`src/rtl/rsw_pkg.sv`:
```
package rsw_pkg;

   // Occupancy view of one slot as seen by the selection logic.
   typedef enum logic [1:0] {
      ST_FREE  = 2'd0,
      ST_WAIT  = 2'd1,
      ST_READY = 2'd2
   } slot_state_e;

   // Number of source operands carried per slot.
   localparam int NUM_SRC = 2;

endpackage

```
`src/rtl/rsw_slot.sv`:
```
module rsw_slot
   import rsw_pkg::*;
#(
   parameter int DATA_W = 32,
   parameter int TAG_W  = 6,
   parameter int PAY_W  = 12,
   parameter int AGE_W  = 3
) (
   input  logic              clk,
   input  logic              rst_n,
   input  logic              flush,
   input  logic              wr_en,
   input  logic [PAY_W-1:0]  wr_pay,
   input  logic              wr_a_vld,
   input  logic [DATA_W-1:0] wr_a_fld,
   input  logic              wr_b_vld,
   input  logic [DATA_W-1:0] wr_b_fld,
   input  logic              bc_valid,
   input  logic [TAG_W-1:0]  bc_tag,
   input  logic [DATA_W-1:0] bc_value,
   input  logic              leave,
   input  logic              age_inc,
   input  logic              age_dec,
   output slot_state_e       state,
   output logic [AGE_W-1:0]  age,
   output logic [PAY_W-1:0]  pay,
   output logic [DATA_W-1:0] a_fld,
   output logic [DATA_W-1:0] b_fld
);

   logic                busy_q;
   logic                wr_vld [NUM_SRC];
   logic [DATA_W-1:0]   wr_fld [NUM_SRC];
   logic                op_vld [NUM_SRC];
   logic [DATA_W-1:0]   op_fld [NUM_SRC];

   assign wr_vld[0] = wr_a_vld;
   assign wr_vld[1] = wr_b_vld;
   assign wr_fld[0] = wr_a_fld;
   assign wr_fld[1] = wr_b_fld;

   // Occupancy
   always_ff @(posedge clk) begin
      if (!rst_n)      busy_q <= 1'b0;
      else if (flush)  busy_q <= 1'b0;
      else if (wr_en)  busy_q <= 1'b1;
      else if (leave)  busy_q <= 1'b0;
   end

   // Count of live slots younger than this one
   always_ff @(posedge clk) begin
      if (!rst_n || wr_en)          age <= '0;
      else if (age_inc && !age_dec) age <= age + 1'b1;
      else if (age_dec && !age_inc) age <= age - 1'b1;
   end

   always_ff @(posedge clk) begin
      if (!rst_n)     pay <= '0;
      else if (wr_en) pay <= wr_pay;
   end

   // One capture cell per source operand
   for (genvar k = 0; k < NUM_SRC; k++) begin : g_src
      logic wr_hit;
      logic live_hit;

      assign wr_hit   = bc_valid && !wr_vld[k] && (wr_fld[k][TAG_W-1:0] == bc_tag);
      assign live_hit = busy_q && bc_valid && !op_vld[k] &&
                        (op_fld[k][TAG_W-1:0] == bc_tag);

      always_ff @(posedge clk) begin
         if (!rst_n) begin
            op_vld[k] <= 1'b0;
            op_fld[k] <= '0;
         end else if (wr_en) begin
            op_vld[k] <= wr_vld[k] || wr_hit;
            op_fld[k] <= wr_hit ? bc_value : wr_fld[k];
         end else if (live_hit) begin
            op_vld[k] <= 1'b1;
            op_fld[k] <= bc_value;
         end
      end

      assert_wakeup_capture_R4 : assert property (@(posedge clk) disable iff (!rst_n)
         (busy_q && !op_vld[k] && bc_valid && (op_fld[k][TAG_W-1:0] == bc_tag) && !flush)
         |=> (op_vld[k] && op_fld[k] == $past(bc_value)));

      assert_value_held_R3 : assert property (@(posedge clk) disable iff (!rst_n)
         (busy_q && op_vld[k] && !flush && !leave)
         |=> (op_vld[k] && $stable(op_fld[k])));
   end

   always_comb begin
      if (!busy_q)                  state = ST_FREE;
      else if (op_vld[0] && op_vld[1]) state = ST_READY;
      else                          state = ST_WAIT;
   end

   assign a_fld = op_fld[0];
   assign b_fld = op_fld[1];

   assert_slot_persists_R7 : assert property (@(posedge clk) disable iff (!rst_n)
      (busy_q && !leave && !flush) |=> busy_q);

   assert_write_free_slot_R2 : assert property (@(posedge clk) disable iff (!rst_n)
      wr_en |-> !busy_q);

   assert_leave_only_ready_R7 : assert property (@(posedge clk) disable iff (!rst_n)
      leave |-> (busy_q && op_vld[0] && op_vld[1]));

endmodule

```
`src/rtl/rsw_free_pick.sv`:
```
module rsw_free_pick #(
   parameter int DEPTH = 8
) (
   input  logic [DEPTH-1:0] busy,
   output logic             any_free,
   output logic [DEPTH-1:0] grant
);

   // Lowest-index free slot gets the next dispatch
   always_comb begin
      grant    = '0;
      any_free = 1'b0;
      for (int i = 0; i < DEPTH; i++) begin
         if (!busy[i] && !any_free) begin
            grant[i] = 1'b1;
            any_free = 1'b1;
         end
      end
   end

endmodule

```
`src/rtl/rsw_age_pick.sv`:
```
module rsw_age_pick #(
   parameter int DEPTH = 8,
   parameter int AGE_W = 3,
   parameter int IDX_W = 3
) (
   input  logic [DEPTH-1:0] ready,
   input  logic [AGE_W-1:0] ages [DEPTH],
   output logic             found,
   output logic [IDX_W-1:0] index
);

   logic [AGE_W-1:0] best_age;

   // Oldest ready slot: the one with the most younger live slots
   always_comb begin
      found    = 1'b0;
      index    = '0;
      best_age = '0;
      for (int i = 0; i < DEPTH; i++) begin
         if (ready[i] && (!found || ages[i] > best_age)) begin
            found    = 1'b1;
            index    = IDX_W'(i);
            best_age = ages[i];
         end
      end
   end

endmodule

```
`src/rtl/wakeup_issue_queue.sv`:
```
module wakeup_issue_queue
   import rsw_pkg::*;
#(
   parameter int DEPTH  = 8,
   parameter int DATA_W = 32,
   parameter int TAG_W  = 6,
   parameter int PAY_W  = 12
) (
   input  logic              clk,
   input  logic              rst_n,
   input  logic              flush,
   input  logic              disp_valid,
   input  logic [PAY_W-1:0]  disp_payload,
   input  logic              disp_a_vld,
   input  logic [DATA_W-1:0] disp_a_fld,
   input  logic              disp_b_vld,
   input  logic [DATA_W-1:0] disp_b_fld,
   output logic              full,
   input  logic              bc_valid,
   input  logic [TAG_W-1:0]  bc_tag,
   input  logic [DATA_W-1:0] bc_value,
   input  logic              fu_ready,
   output logic              iss_valid,
   output logic [PAY_W-1:0]  iss_payload,
   output logic [DATA_W-1:0] iss_a,
   output logic [DATA_W-1:0] iss_b
);

   localparam int AGE_W = (DEPTH > 1) ? $clog2(DEPTH) : 1;
   localparam int IDX_W = AGE_W;

   // Elaboration-time parameter checks
   if (DEPTH < 2) begin : g_chk_depth
      $error("wakeup_issue_queue: DEPTH must be at least 2");
   end
   if (TAG_W < 1 || TAG_W > DATA_W) begin : g_chk_tag
      $error("wakeup_issue_queue: TAG_W must lie in 1..DATA_W");
   end
   if (PAY_W < 1) begin : g_chk_pay
      $error("wakeup_issue_queue: PAY_W must be positive");
   end

   slot_state_e       st     [DEPTH];
   logic [AGE_W-1:0]  age_a  [DEPTH];
   logic [PAY_W-1:0]  pay_a  [DEPTH];
   logic [DATA_W-1:0] a_a    [DEPTH];
   logic [DATA_W-1:0] b_a    [DEPTH];
   logic [DEPTH-1:0]  busy_v, ready_v, wr_sel;
   logic              any_free, pick_found, disp_fire, iss_fire;
   logic [IDX_W-1:0]  pick_idx;
   logic [AGE_W-1:0]  iss_age;

   rsw_free_pick #(.DEPTH(DEPTH)) u_free (
      .busy     (busy_v),
      .any_free (any_free),
      .grant    (wr_sel)
   );

   rsw_age_pick #(.DEPTH(DEPTH), .AGE_W(AGE_W), .IDX_W(IDX_W)) u_pick (
      .ready (ready_v),
      .ages  (age_a),
      .found (pick_found),
      .index (pick_idx)
   );

   assign full        = !any_free;
   assign disp_fire   = disp_valid && !full && !flush;
   assign iss_valid   = pick_found && !flush;
   assign iss_fire    = iss_valid && fu_ready;
   assign iss_age     = age_a[pick_idx];
   assign iss_payload = pay_a[pick_idx];
   assign iss_a       = a_a[pick_idx];
   assign iss_b       = b_a[pick_idx];

   for (genvar i = 0; i < DEPTH; i++) begin : g_slot
      logic leave_i, inc_i, dec_i;

      assign busy_v[i]  = (st[i] != ST_FREE);
      assign ready_v[i] = (st[i] == ST_READY);
      assign leave_i    = iss_fire && (pick_idx == IDX_W'(i));
      assign inc_i      = disp_fire && busy_v[i];
      assign dec_i      = iss_fire && busy_v[i] && (age_a[i] > iss_age);

      rsw_slot #(.DATA_W(DATA_W), .TAG_W(TAG_W), .PAY_W(PAY_W), .AGE_W(AGE_W)) u_slot (
         .clk      (clk),
         .rst_n    (rst_n),
         .flush    (flush),
         .wr_en    (disp_fire && wr_sel[i]),
         .wr_pay   (disp_payload),
         .wr_a_vld (disp_a_vld),
         .wr_a_fld (disp_a_fld),
         .wr_b_vld (disp_b_vld),
         .wr_b_fld (disp_b_fld),
         .bc_valid (bc_valid),
         .bc_tag   (bc_tag),
         .bc_value (bc_value),
         .leave    (leave_i),
         .age_inc  (inc_i),
         .age_dec  (dec_i),
         .state    (st[i]),
         .age      (age_a[i]),
         .pay      (pay_a[i]),
         .a_fld    (a_a[i]),
         .b_fld    (b_a[i])
      );

      assert_oldest_first_R8 : assert property (@(posedge clk) disable iff (!rst_n)
         (iss_valid && ready_v[i]) |-> (age_a[i] <= iss_age));

      for (genvar j = i + 1; j < DEPTH; j++) begin : g_pair
         assert_distinct_age_R8 : assert property (@(posedge clk) disable iff (!rst_n)
            (busy_v[i] && busy_v[j]) |-> (age_a[i] != age_a[j]));
      end
   end

   assert_flush_empties_R1 : assert property (@(posedge clk) disable iff (!rst_n)
      flush |=> (!full && !iss_valid));

   assert_full_holds_R2 : assert property (@(posedge clk) disable iff (!rst_n)
      (full && !iss_fire && !flush) |=> full);

   assert_no_issue_in_flush_R1 : assert property (@(posedge clk) disable iff (!rst_n)
      flush |-> !iss_valid);

endmodule

```
`config.mk`:
```
export PLATFORM = sky130hd
export DESIGN_NAME = wakeup_issue_queue
export DESIGN_NICKNAME = d
export VERILOG_FILES = /design/src/rtl/rsw_pkg.sv /design/src/rtl/rsw_slot.sv /design/src/rtl/rsw_free_pick.sv /design/src/rtl/rsw_age_pick.sv /design/src/rtl/wakeup_issue_queue.sv
export SDC_FILE = /design/constraint.sdc
export NUM_CORES = 1
export LEC_CHECK = 0
export ABC_CLOCK_PERIOD_IN_PS = 14200
export BUFFER_PORTS_ARGS = -buffer_cell sky130_fd_sc_hd__buf_2
export CORE_ASPECT_RATIO = 1.1
export CORE_MARGIN = 2
export CORE_UTILIZATION = 35
export CTS_CLUSTER_SIZE = 16
export DETAILED_ROUTE_END_ITERATION = 8
export PLACE_DENSITY_LB_ADDON = 0.08
export RECOVER_POWER = 25
export SLEW_MARGIN = 20
export SYNTH_ARGS = -nofsm -noshare
export SYNTH_HDL_FRONTEND = slang
export SYNTH_SLANG_ARGS = --single-unit
```
`constraint.sdc`:
```
create_clock -name clk -period 14.2 [get_ports clk]
set_clock_uncertainty 0.05 [all_clocks]
set_input_delay 0.71 -clock clk [delete_from_list [all_inputs] [get_ports clk]]
set_output_delay 0.71 -clock clk [all_outputs]
set_load 0.02 [all_outputs]
```
* Word-level counts from Yosys, hierarchy flattened
Memory sizes are Yosys's and may differ from the RTL's. Index checks and enable logic that the tools add are counted. Widths: inputs -> output; s select.
Storage, ports and cells: register bits after elaboration 128, memory bits (writable) 528, word-level logic and storage cells 649, memories kept 16
Cells by class: add/sub/neg operators 16, $lt $le $gt $ge 16, equality and inequality tests 33, muxes and demuxes 252, bitwise operators 66, reduce and logical (&&, ||, !) cells 226
Memory list:
- g_slot[0].u_slot.op_fld | words 2, width 32, read ports 2, clocked after memory_dff 0, write ports 2, RTL line rsw_slot.sv:35 | logic [DATA_W-1:0] op_fld [NUM_SRC];
- g_slot[1].u_slot.op_fld | words 2, width 32, read ports 2, clocked after memory_dff 0, write ports 2, RTL line rsw_slot.sv:35
- g_slot[2].u_slot.op_fld | words 2, width 32, read ports 2, clocked after memory_dff 0, write ports 2, RTL line rsw_slot.sv:35
- g_slot[3].u_slot.op_fld | words 2, width 32, read ports 2, clocked after memory_dff 0, write ports 2, RTL line rsw_slot.sv:35
- g_slot[4].u_slot.op_fld | words 2, width 32, read ports 2, clocked after memory_dff 0, write ports 2, RTL line rsw_slot.sv:35
- g_slot[5].u_slot.op_fld | words 2, width 32, read ports 2, clocked after memory_dff 0, write ports 2, RTL line rsw_slot.sv:35
- +10 memories
Operator list (count):
- $mux 32 | 38
- $bmux 32 s3 | 2
- $mux 1 | 161
- $logic_and 1x1->1 | 126
- $eq 6x6->1 | 18
- $mux 3 | 29
- $or 1x1->1 | 64
- $logic_not 1->1 | 57
- $reduce_bool 2->1 | 24
- $gt 3x3->1 | 15
- $bmux 12 s3 | 1
- $mux 2 | 18
- $add 3x1->3 const B | 8
- $mux 12 | 2
- $sub 3x1->3 const B | 8
- $logic_or 1x1->1 | 17
- $eq 2x2->1 const B | 8
- $eq 3x3->1 const B | 4
- $bmux 3 s3 | 1
- $eq 3x2->1 const B | 2
- $ge 4x4->1 const B | 1
- $not 3->4 | 1
- $eq 3x1->1 const B | 1
- $logic_not 3->1 | 1
- other kinds (2) | 2

* Longest topological paths before layout
Gate-level depths: netlist (run 1). An unclocked memory read counts as a cell.
depth after elaboration 43, mapped depth 65, mapped depth without buffers 60

* By module
A second synthesis (run 1) with hierarchy kept.
Second synthesis, totals: cells, all modules 3755, area total of the unflattened synthesis 38941.1 um^2
By module, submodules not included:
- rsw_slot | times used 8, cells an instance 359, area each 3981.3 um^2
- wakeup_issue_queue | times used 1, cells an instance 732, area each 6019.5 um^2
- rsw_age_pick | times used 1, cells an instance 138, area each 997.2 um^2
- rsw_free_pick | times used 1, cells an instance 13, area each 73.8 um^2

* Least setup slack after synthesis (run 1)
No wires, ideal clock.
path type reg-to-reg, start register g_slot[0].u_slot.busy_q, end register g_slot[0].u_slot.age[2], arrival time 12040 ps, setup slack 2038 ps, cell stages (with the launch flop) 59, buffers on the path 5, clock period less this slack 12162 ps, cells stage by stage dfxtp_1 -> buf_6 -> and3_4 -> buf_6 -> nand2_1 -> ha_1 -> and3b_1 -> o21ai_0 -> a21o_1 -> mux2_2 -> ha_1 -> and3_1 -> a211oi_1 -> nor2_1 -> mux2_2 -> ha_1 -> and3_1 -> a21oi_1 -> [23 not listed] -> and3_1 -> a211oi_1 -> nand2b_1 -> o32a_2 -> or2_2 -> buf_4 -> clkbuf_1 -> a21oi_1 -> o21ai_0 -> ha_1 -> a31oi_1 -> a211o_1 -> ha_1 -> inv_1 -> fa_1 -> xor2_1 -> or3_1 -> a21oi_1
Between the ends: longest elaborated chain between the ends 40, elaborated cells between the ends (all ways) 94, those cells by class order compare (8); eq/ne (1); mux (35); bitwise (1); reduce/logical (49)
Ends and longest elaborated chain:
- from (decl) | RTL line rsw_slot.sv:31 | logic busy_q;
- from (signal assigned) | RTL line rsw_slot.sv:44 | if (!rst_n) busy_q <= 1'b0;
- from (signal assigned) | RTL line rsw_slot.sv:45 | else if (flush) busy_q <= 1'b0;
- from (signal assigned) | RTL line rsw_slot.sv:46 | else if (wr_en) busy_q <= 1'b1;
- $mux 2 * | RTL line rsw_slot.sv:94 | if (!busy_q) state = ST_FREE;
- $eq 2x2->1 | RTL line wakeup_issue_queue.sv:79 | assign ready_v[i] = (st[i] == ST_READY);
- $mux 3 / $mux 1 (equally long branches) | RTL line rsw_age_pick.sv:20 | if (ready[i] && (!found || ages[i] > best_age)) begin
- $gt 3x3->1 / $logic_not 1->1 (equally long branches) | RTL line rsw_age_pick.sv:20
- $logic_or 1x1->1 | RTL line rsw_age_pick.sv:20
- $logic_and 1x1->1 | RTL line rsw_age_pick.sv:20
- $mux 3 / $mux 1 (equally long branches) | RTL line rsw_age_pick.sv:20
- $gt 3x3->1 / $logic_not 1->1 (equally long branches) | RTL line rsw_age_pick.sv:20
- [23 not listed]
- $not 3->4 (implied by the code) | RTL line wakeup_issue_queue.sv:70 | assign iss_age = age_a[pick_idx];
- $bmux 3 s3 | RTL line wakeup_issue_queue.sv:70
- $mux 3 (implied by the code) (2 in a row) | RTL line wakeup_issue_queue.sv:70
- $gt 3x3->1 | RTL line wakeup_issue_queue.sv:82 | assign dec_i = iss_fire && busy_v[i] && (age_a[i] > iss_age);
- $logic_and 1x1->1 | RTL line wakeup_issue_queue.sv:82
- $logic_not 1->1 | RTL line rsw_slot.sv:53 | else if (age_inc && !age_dec) age <= age + 1'b1;
- $logic_and 1x1->1 | RTL line rsw_slot.sv:53
- $mux 3 / $reduce_bool 2->1 (equally long branches)
- to (signal assigned) | RTL line rsw_slot.sv:53
- to (signal assigned) | RTL line rsw_slot.sv:54 | else if (age_dec && !age_inc) age <= age - 1'b1;
- to (decl) | RTL line rsw_slot.sv:25 | output logic [AGE_W-1:0] age,
Every way passes the cells marked *; elsewhere a longest branch is shown, timed or not. The select of a mux whose other input is x is not followed. A chain may end at the register's enable or synchronous reset.

* Worst setup path after layout (run 1)
start register g_slot[0].u_slot.busy_q, end output port iss_b[2]
Between the ends: longest elaborated chain between the ends 35, elaborated cells between the ends (all ways) 55, those cells by class order compare (7); eq/ne (1); mux (25); bitwise (1); reduce/logical (21)
Ends and longest elaborated chain:
- $mux 2 * | RTL line rsw_slot.sv:94
- $eq 2x2->1 * | RTL line wakeup_issue_queue.sv:79
- $mux 3 / $mux 1 (equally long branches) | RTL line rsw_age_pick.sv:20
- $gt 3x3->1 / $logic_not 1->1 (equally long branches) | RTL line rsw_age_pick.sv:20
- $logic_or 1x1->1 | RTL line rsw_age_pick.sv:20
- $logic_and 1x1->1 | RTL line rsw_age_pick.sv:20
- $mux 3 / $mux 1 (equally long branches) | RTL line rsw_age_pick.sv:20
- $gt 3x3->1 / $logic_not 1->1 (equally long branches) | RTL line rsw_age_pick.sv:20
- [18 not listed]
- $mux 3 / $mux 1 (equally long branches) | RTL line rsw_age_pick.sv:20
- $gt 3x3->1 / $logic_not 1->1 (equally long branches) | RTL line rsw_age_pick.sv:20
- $logic_or 1x1->1 | RTL line rsw_age_pick.sv:20
- $logic_and 1x1->1 | RTL line rsw_age_pick.sv:20
- $mux 3 * | RTL line rsw_age_pick.sv:20
- $not 3->4 (implied by the code) * | RTL line wakeup_issue_queue.sv:73 | assign iss_b = b_a[pick_idx];
- $bmux 32 s3 * | RTL line wakeup_issue_queue.sv:73
- $mux 32 (implied by the code) * (2 in a row) | RTL line wakeup_issue_queue.sv:73
- to (decl) | RTL line wakeup_issue_queue.sv:26 | output logic [DATA_W-1:0] iss_b
Marked as above.

==> metrics.txt, run 1 <==
status=complete, but fails checks; failing checks=max-capacitance violations, max-slew violations; die footprint=101,200 um^2; Area Growth Syn to Fin=12.58%; post-synth net total=3,055; initial antenna violation count=25; R2R setup slack=0.85 ns; CP peak stage delay=0.50 ns; synth top area cells=edfxtp_1 45%, a22o_1 14%, dfxtp_1 7.9%; Final ANT Viol Nets=0; critical path required time=13.44 ns; EDFF count, synth=520; Final WS setup=0.6695 ns; Hold Vio Cnt, Final=0; Sw Share=0.2448; GRT Max-Usage Layer=met2; core area=97,590 um^2; RSZ-0062 raised after global routing=yes; most used flip-flop cell after synthesis=edfxtp_1; drt drc=0; dpl ws=0.3011 ns; multiplexer share of the synthesized area=0.07795; Max VDD drop=0.00008662 V; min-delay src=disp_payload[3]; I/O pins=200; Syn Area/Cell=approximately 12 um^2; met1 usage=0.3475; Hold EP=g_slot[3].u_slot.pay[3]; # fillers=9,313; Worst-Skew Late Latency=roughly 0.65 ns; final hold slack=roughly 0.33 ns; # nets final=3,018; setup tns final=0 ns; Gate Count Post-Synth=around 2,900; Final Wtd Congestion=0.8558; Hold Crit Depth=3; Critical R2R Launch=g_slot[0].u_slot.busy_q; maxcap violations=12; Async S/R FF share, synth=0; vias in the first global route=25,960; Startpoint Class=flip-flop; most frequent cells in the layout=536 x a22o_1, 520 x edfxtp_1, 196 x buf_2; final setup fails=0; Synth Area in Compound Gates=0.2250; layout cells sized above 1=0.1808; die height=333.4 um; combinational share of power=0.068; Synth area leader=edfxtp_1; Peak Freq=73.91 MHz; Initial Utilization=0.3538; total grt overflow=0; clk slew on worst S/H paths=approximately 0.060 ns; Worst setup EP type=output port; clk sinks=approximately 660; main combinational cell family by area after synthesis=compound AO/OA/AOI/OAI gates; fin. max-slew vios=roughly 330; r2r worst-path depth=53; Flop pwr share=0.488; R2R Path End=g_slot[0].u_slot.age[2]; via-per-instance ratio=6.262; iteration count of the initial detailed-routing pass=9; met2 Track Usage GR=0.4327; Synth cell types=71; total wire length=136,200 um; met3 global-route usage=0.04788; clock root buffer=clkbuf_16; Synth Area in Adders=0.02095; H-tree levels=3; Vias=26,240; site row count=120; Worst Max-Slew Pin Slew=between 3 and 4 ns; CP max-delay cell=dfxtp_1; fin crit period=13.53 ns; Die Width=303.5 um; most used cell, CP=ha_1; CTS tree=yes; drt wl/cell=32.49 um; most common cell after layout, fill and taps aside=a22o_1; Post-Synth Simple-Gate Area=0.06055; Hold Path Class=in2reg; hpwl dp=76,740 um; WS Path Type=reg2out; Clock Path Buffers=3; largest net degree at the start of global routing=132; total global-route track usage=0.2624; port bufs=199; synthesized area=34,530 um^2; CTS Buf Count=76; Crit path arrival time=approximately 13 ns; Int Power=between 3 and 4 mW; leakage=13.81 nW; PwrDens=113.8 nW/um^2; Synthesis Warnings=0; Synth Register Bits=about 660; DR iter-0 viols=around 3,200; Synth top area share=0.4522; Post-CTS Setup Bufs=0; Clk pwr share=0.444; Max-slew headroom=-1.134; sequential share of the synthesized area=0.5311; Max FO, Critical Path=112; post-synthesis xor/xnor area fraction=0.03323; first-pass GRT wire length=192,700 um; net switching power=1.083 mW; Final Cycle Share=0.9528
==> critical path, delay by kind of cell (launching register included) <==
kind                       cells  cell delay (ns)
AOI/OAI and AO/OA             18             4.28
adders and majority gates      7             2.04
buffers and inverters          3             0.78
DFF                            1             0.50
muxes                          6             2.14
and+or+nand+nor               12             2.12
==> cells in the mapped netlist (27+ instances only) <==
master    instances
a22o_1          536
edfxtp_1        520
clkbuf_1        215
nand2_1         197
dfxtp_1         136
a222oi_1        131
buf_1           114
mux2i_1          99
mux2_2           93
nor2_1           78
xor2_1           78
a21boi_0         72
mux2_1           58
xnor2_1          53
ha_1             45
inv_1            43
nand3_1          35
buf_2            34
a21oi_1          30
nor3_1           29
o21ai_0          27
==> cells by family after synthesis <==
logic type,Yosys count
simple gates,449
mux,250
flops,656
buf+inv,432
fa+ha+maj,53
xor+xnor,131
compound gates,909
==> stage by stage <==
| stage | util | total power, mW | area, um^2 | instances |
|---|---|---|---|---|
| final | 0.3983 | 4.423 | 38870 | 4191 |
| after global routing | 0.3982 | 4.553 | 38860 | 4187 |
| after CTS | 0.3979 | 4.456 | 38830 | 4183 |
| after detailed placement | 0.3730 | 2.497 | 36400 | 4045 |
| after global placement | 0.3730 | 2.491 | 36400 | 4045 |
| after floorplan | - | 2.369 | 34530 | 2880 |
==> layer usage <==
layer / part of all wire / routed length (um) / vias up
met1: 0.41 / 55780 / 13550
met4: 0.031 / 4229 / 26
li1: - / - / 11210
met3: 0.081 / 11010 / 231
met5: 0.0012 / 167 / -
met2: 0.48 / 64980 / 1230
==> registers in the layout (all words and copies together), names as in the netlist <==
signal / cells
g_slot.u_slot.age: 24
g_slot.u_slot.busy_q: 8
g_slot.u_slot.op_fld: 512
g_slot.u_slot.op_vld: 16
g_slot.u_slot.pay: 96
==> layout make-up <==
cell class | count | area [um^2] | share of cell area
flip-flops and latches | 656 | 18340 | 0.4718
multi-input cells | 1792 | 14720 | 0.3787
clock buffers | 103 | 2107 | 0.05421
well taps | 1281 | 1603 | 0.04123
repair buffers | 274 | 1600 | 0.04117
clock inverters | 35 | 324.1 | 0.008337
inverters | 43 | 161.4 | 0.004152
diodes | 7 | 17.52 | 0.0004506
==> power groups by stage <==
stage	clock [mW]	sequential, mW	combinational (mW)
final	1.96	2.16	0.299
after global routing	2.07	2.17	0.315
after CTS	2.00	2.16	0.299
after detailed placement	0	2.20	0.298
after global placement	0	2.20	0.296
after floorplan	0	2.19	0.178
==> timing repair <==
| action | 4_1_cts | 5_1_grt |
|---|---|---|
| endpoints found under the setup margin | 0 | 99 |
| resized for setup | 0 | 10 |
| hold buffers | 0 | 0 |
==> worst max path at each step <==
stage                     slack (ns)               startpoint  cells after the start                       to
after CTS                       0.16  g_slot[0].u_slot.busy_q                     46                 iss_b[0]
after floorplan                 2.04  g_slot[0].u_slot.busy_q                     58  g_slot[0].u_slot.age[2]
final                           0.67  g_slot[0].u_slot.busy_q                     46                 iss_b[2]
after global placement          0.78  g_slot[0].u_slot.busy_q                     56  g_slot[5].u_slot.age[2]
after detailed placement        0.30  g_slot[0].u_slot.busy_q                     56  g_slot[2].u_slot.age[2]
after global routing           -0.07  g_slot[0].u_slot.busy_q                     46                iss_a[31]
Note: power is estimated with default switching activity, not from simulation.
==> run 2, diff against run 1 <==
Settings changed: ABC_AREA from default to 1, PLACE_DENSITY from default to 0.56, PLACE_DENSITY_LB_ADDON 0.08 to default.
==> run 2 against run 1 <==
Against the previous run:
- the flow still finishes with violations (max-capacitance violations, max-slew violations)
- wire length down 3.9%
- worst setup slack better by 1.4 ns
- via count is 11% higher
- fmax is 12% higher
- core utilization is 0.19 points lower
- sequential share of layout area increased by 1.9 points
- synthesized area shrank 3.2%
- first-iteration DRC count is 14% higher
- sequential cell count unchanged
- die area fell by 3.2%
- sequential power about the same
- critical path depth grew 20
- largest cell class unchanged
==> metrics.txt, run 2 <==
status=complete, but fails checks; failing checks=max-capacitance violations, max-slew violations; synth top area cells=edfxtp_1 47%, o22ai_1 11%, dfxtp_1 8.1%; drt wl/cell=27.15 um; most used flip-flop cell after synthesis=edfxtp_1; largest net degree at the start of global routing=around 100; Worst setup EP type=output port; CTS Buf Count=74; EDFF count, synth=520; cell area after placement=roughly 35,000 um^2; Worst Max-Slew Pin Slew=~3.3 ns; layout cells sized above 1=0.1353; r2r worst-path depth=72; Crit path arrival time=11.35 ns; Hold Path Class=in2reg; total wire length=130,800 um; Startpoint Class=flip-flop; vias in the first global route=between 20,000 and 30,000; post_cts resized=0; RSZ-0062 raised after global routing=no; drt drc=0; clock root buffer=clkbuf_16; fin area=37,400 um^2; synthesized area=33,420 um^2; leakage=13.49 nW; Final ANT Viol Nets=0; post-synth net total=3,608; clk sinks=around 660; Reg with most FFs=g_slot.u_slot.op_fld; Clock Path Buffers=3; port bufs=between 150 and 200; most used cell, CP=nand2_1; Synthesis Warnings=0; Peak Freq=82.60 MHz; final setup fails=0; hold buffers post-CTS=0; Synth top area share=0.4673; site row count=118; Critical R2R Launch=g_slot[0].u_slot.busy_q; H-tree levels=3; Post-CTS Setup Bufs=0; WS Path Type=reg2out; CP max-delay cell=inv_4; CP peak stage delay=0.72 ns; most common cell after layout, fill and taps aside=nand2_1; Vias=29,040; most frequent cells in the layout=673 x nand2_1, 569 x o22ai_1, 520 x edfxtp_1; Worst-Skew Late Latency=0.63 ns; Synth Register Bits=656; Max FO, Critical Path=55; R2R setup slack=~2.6 ns; Area Growth Syn to Fin=11.92%; initial antenna violation count=4; Final Wtd Congestion=0.9122; top cells by count, synth=675 x nand2_1, 569 x o22ai_1, 520 x edfxtp_1, 206 x inv_1, 182 x o21ai_0; Gate Count Post-Synth=roughly 3,400; total global-route track usage=0.2586; total grt overflow=0; Critical Path Start=g_slot[0].u_slot.busy_q; Synth area leader=edfxtp_1; largest registers=g_slot.u_slot.op_fld (512), g_slot.u_slot.pay (96), g_slot.u_slot.age (24); fin crit period=12.11 ns; Async S/R FF share, synth=0; Initial Utilization=0.3542; PwrDens=about 120 nW/um^2; Syn Area/Cell=9.734 um^2; count leader, synth=nand2_1; core area=94,340 um^2; # nets final=3,674; clk slew on worst S/H paths=0.06 ns; R2R Path End=g_slot[5].u_slot.age[2]; Max VDD drop=0.00007871 V; die height=328.1 um; fin. max-slew vios=379; I/O pins=200; Synth cell types=59; max FFs per register=512; via-per-instance ratio=6.029; Hold Vio Cnt, Final=0; Die Width=approximately 300 um; hpwl dp=74,220 um; maxcap violations=12; die footprint=97,970 um^2; iteration count of the initial detailed-routing pass=6; DR iter-0 viols=3,606; Max-slew headroom=-1.212; first-pass GRT wire length=188,500 um; setup tns final=0 ns; critical path required time=13.44 ns; Final Cycle Share=0.8526; sequential share of the synthesized area=0.5487; Worst Setup EP=iss_a[21]; final core occ=0.3964; CTS tree=yes
## run 2: stage by stage
step           instances  hold slack [ns]  worst slack (ns)  total power [mW]
3_5_place_dp        4683           0.3950             2.738             2.522
3_3_place_gp        4683           0.3885             2.940             2.520
5_1_grt             4814           0.4232             1.059             4.455
6_report            4817           0.3961             2.093             4.351
2_1_floorplan       3433           0.3783             4.667             2.382
4_1_cts             4814           0.3859             2.221             4.354
## run 2: how the worst min path moves through the flow
| stage | from | to | slack [ns] | depth (start not counted) |
|---|---|---|---|---|
| after floorplan | g_slot[2].u_slot.pay[0] | g_slot[2].u_slot.pay[0] | 0.38 | 2 |
| after global placement | g_slot[4].u_slot.pay[4] | g_slot[4].u_slot.pay[4] | 0.39 | 2 |
| after detailed placement | g_slot[6].u_slot.pay[0] | g_slot[6].u_slot.pay[0] | 0.40 | 2 |
| after CTS | disp_payload[7] | g_slot[5].u_slot.pay[7] | 0.39 | 3 |
| after global routing | g_slot[6].u_slot.pay[4] | g_slot[6].u_slot.pay[4] | 0.42 | 2 |
| final | disp_payload[7] | g_slot[5].u_slot.pay[7] | 0.40 | 3 |
## run 2: power breakdown
part	switching [mW]	leakage (nW)	internal, mW	total, mW
registers	0.0265	6.27	2.14	2.17
logic	0.235	6.09	0.0810	0.316
clock network	0.812	1.12	1.05	1.86
## run 2: kinds of logic (layout without fill, tap and decap cells)
kind of cell / after synthesis / in the layout / synth area share
compound gates: 1046 / 1046 / 0.1991
other cells: 0 / 3 / 0
simple gates: 1065 / 1065 / 0.1386
fa+ha+maj: 53 / 53 / 0.02164
flops: 656 / 656 / 0.5487
buf+inv: 535 / 656 / 0.07148
xor+xnor: 78 / 78 / 0.02044
## run 2: critical path, delay by kind of cell (launching register included)
kind,cells,cell delay [ns]
buffers and inverters,6,2.14
AOI/OAI and AO/OA,18,2.53
and+or+nand+nor,35,3.22
DFF,1,0.45
adders and majority gates,7,2.31
## run 2: metal layers
layer,wire [um],global-route usage,vias to the layer above,part of all wire
met2,59730,0.4104,1805,0.46
met3,13640,0.04001,306,0.10
met1,51980,0.3505,14180,0.40
met5,20,0,-,0.00015
li1,-,-,12750,-
met4,5431,0.1127,2,0.042
## run 2: cell type report
type	count	area [um^2]
fill	9487	56940
sequential	656	18340
timing repair buffer	253	1385
multi-input combinational	2242	12760
tap	1260	1577
clock buffer	97	1999
inverter	272	1044
clock inverter	34	295.3
antenna	3	7.507
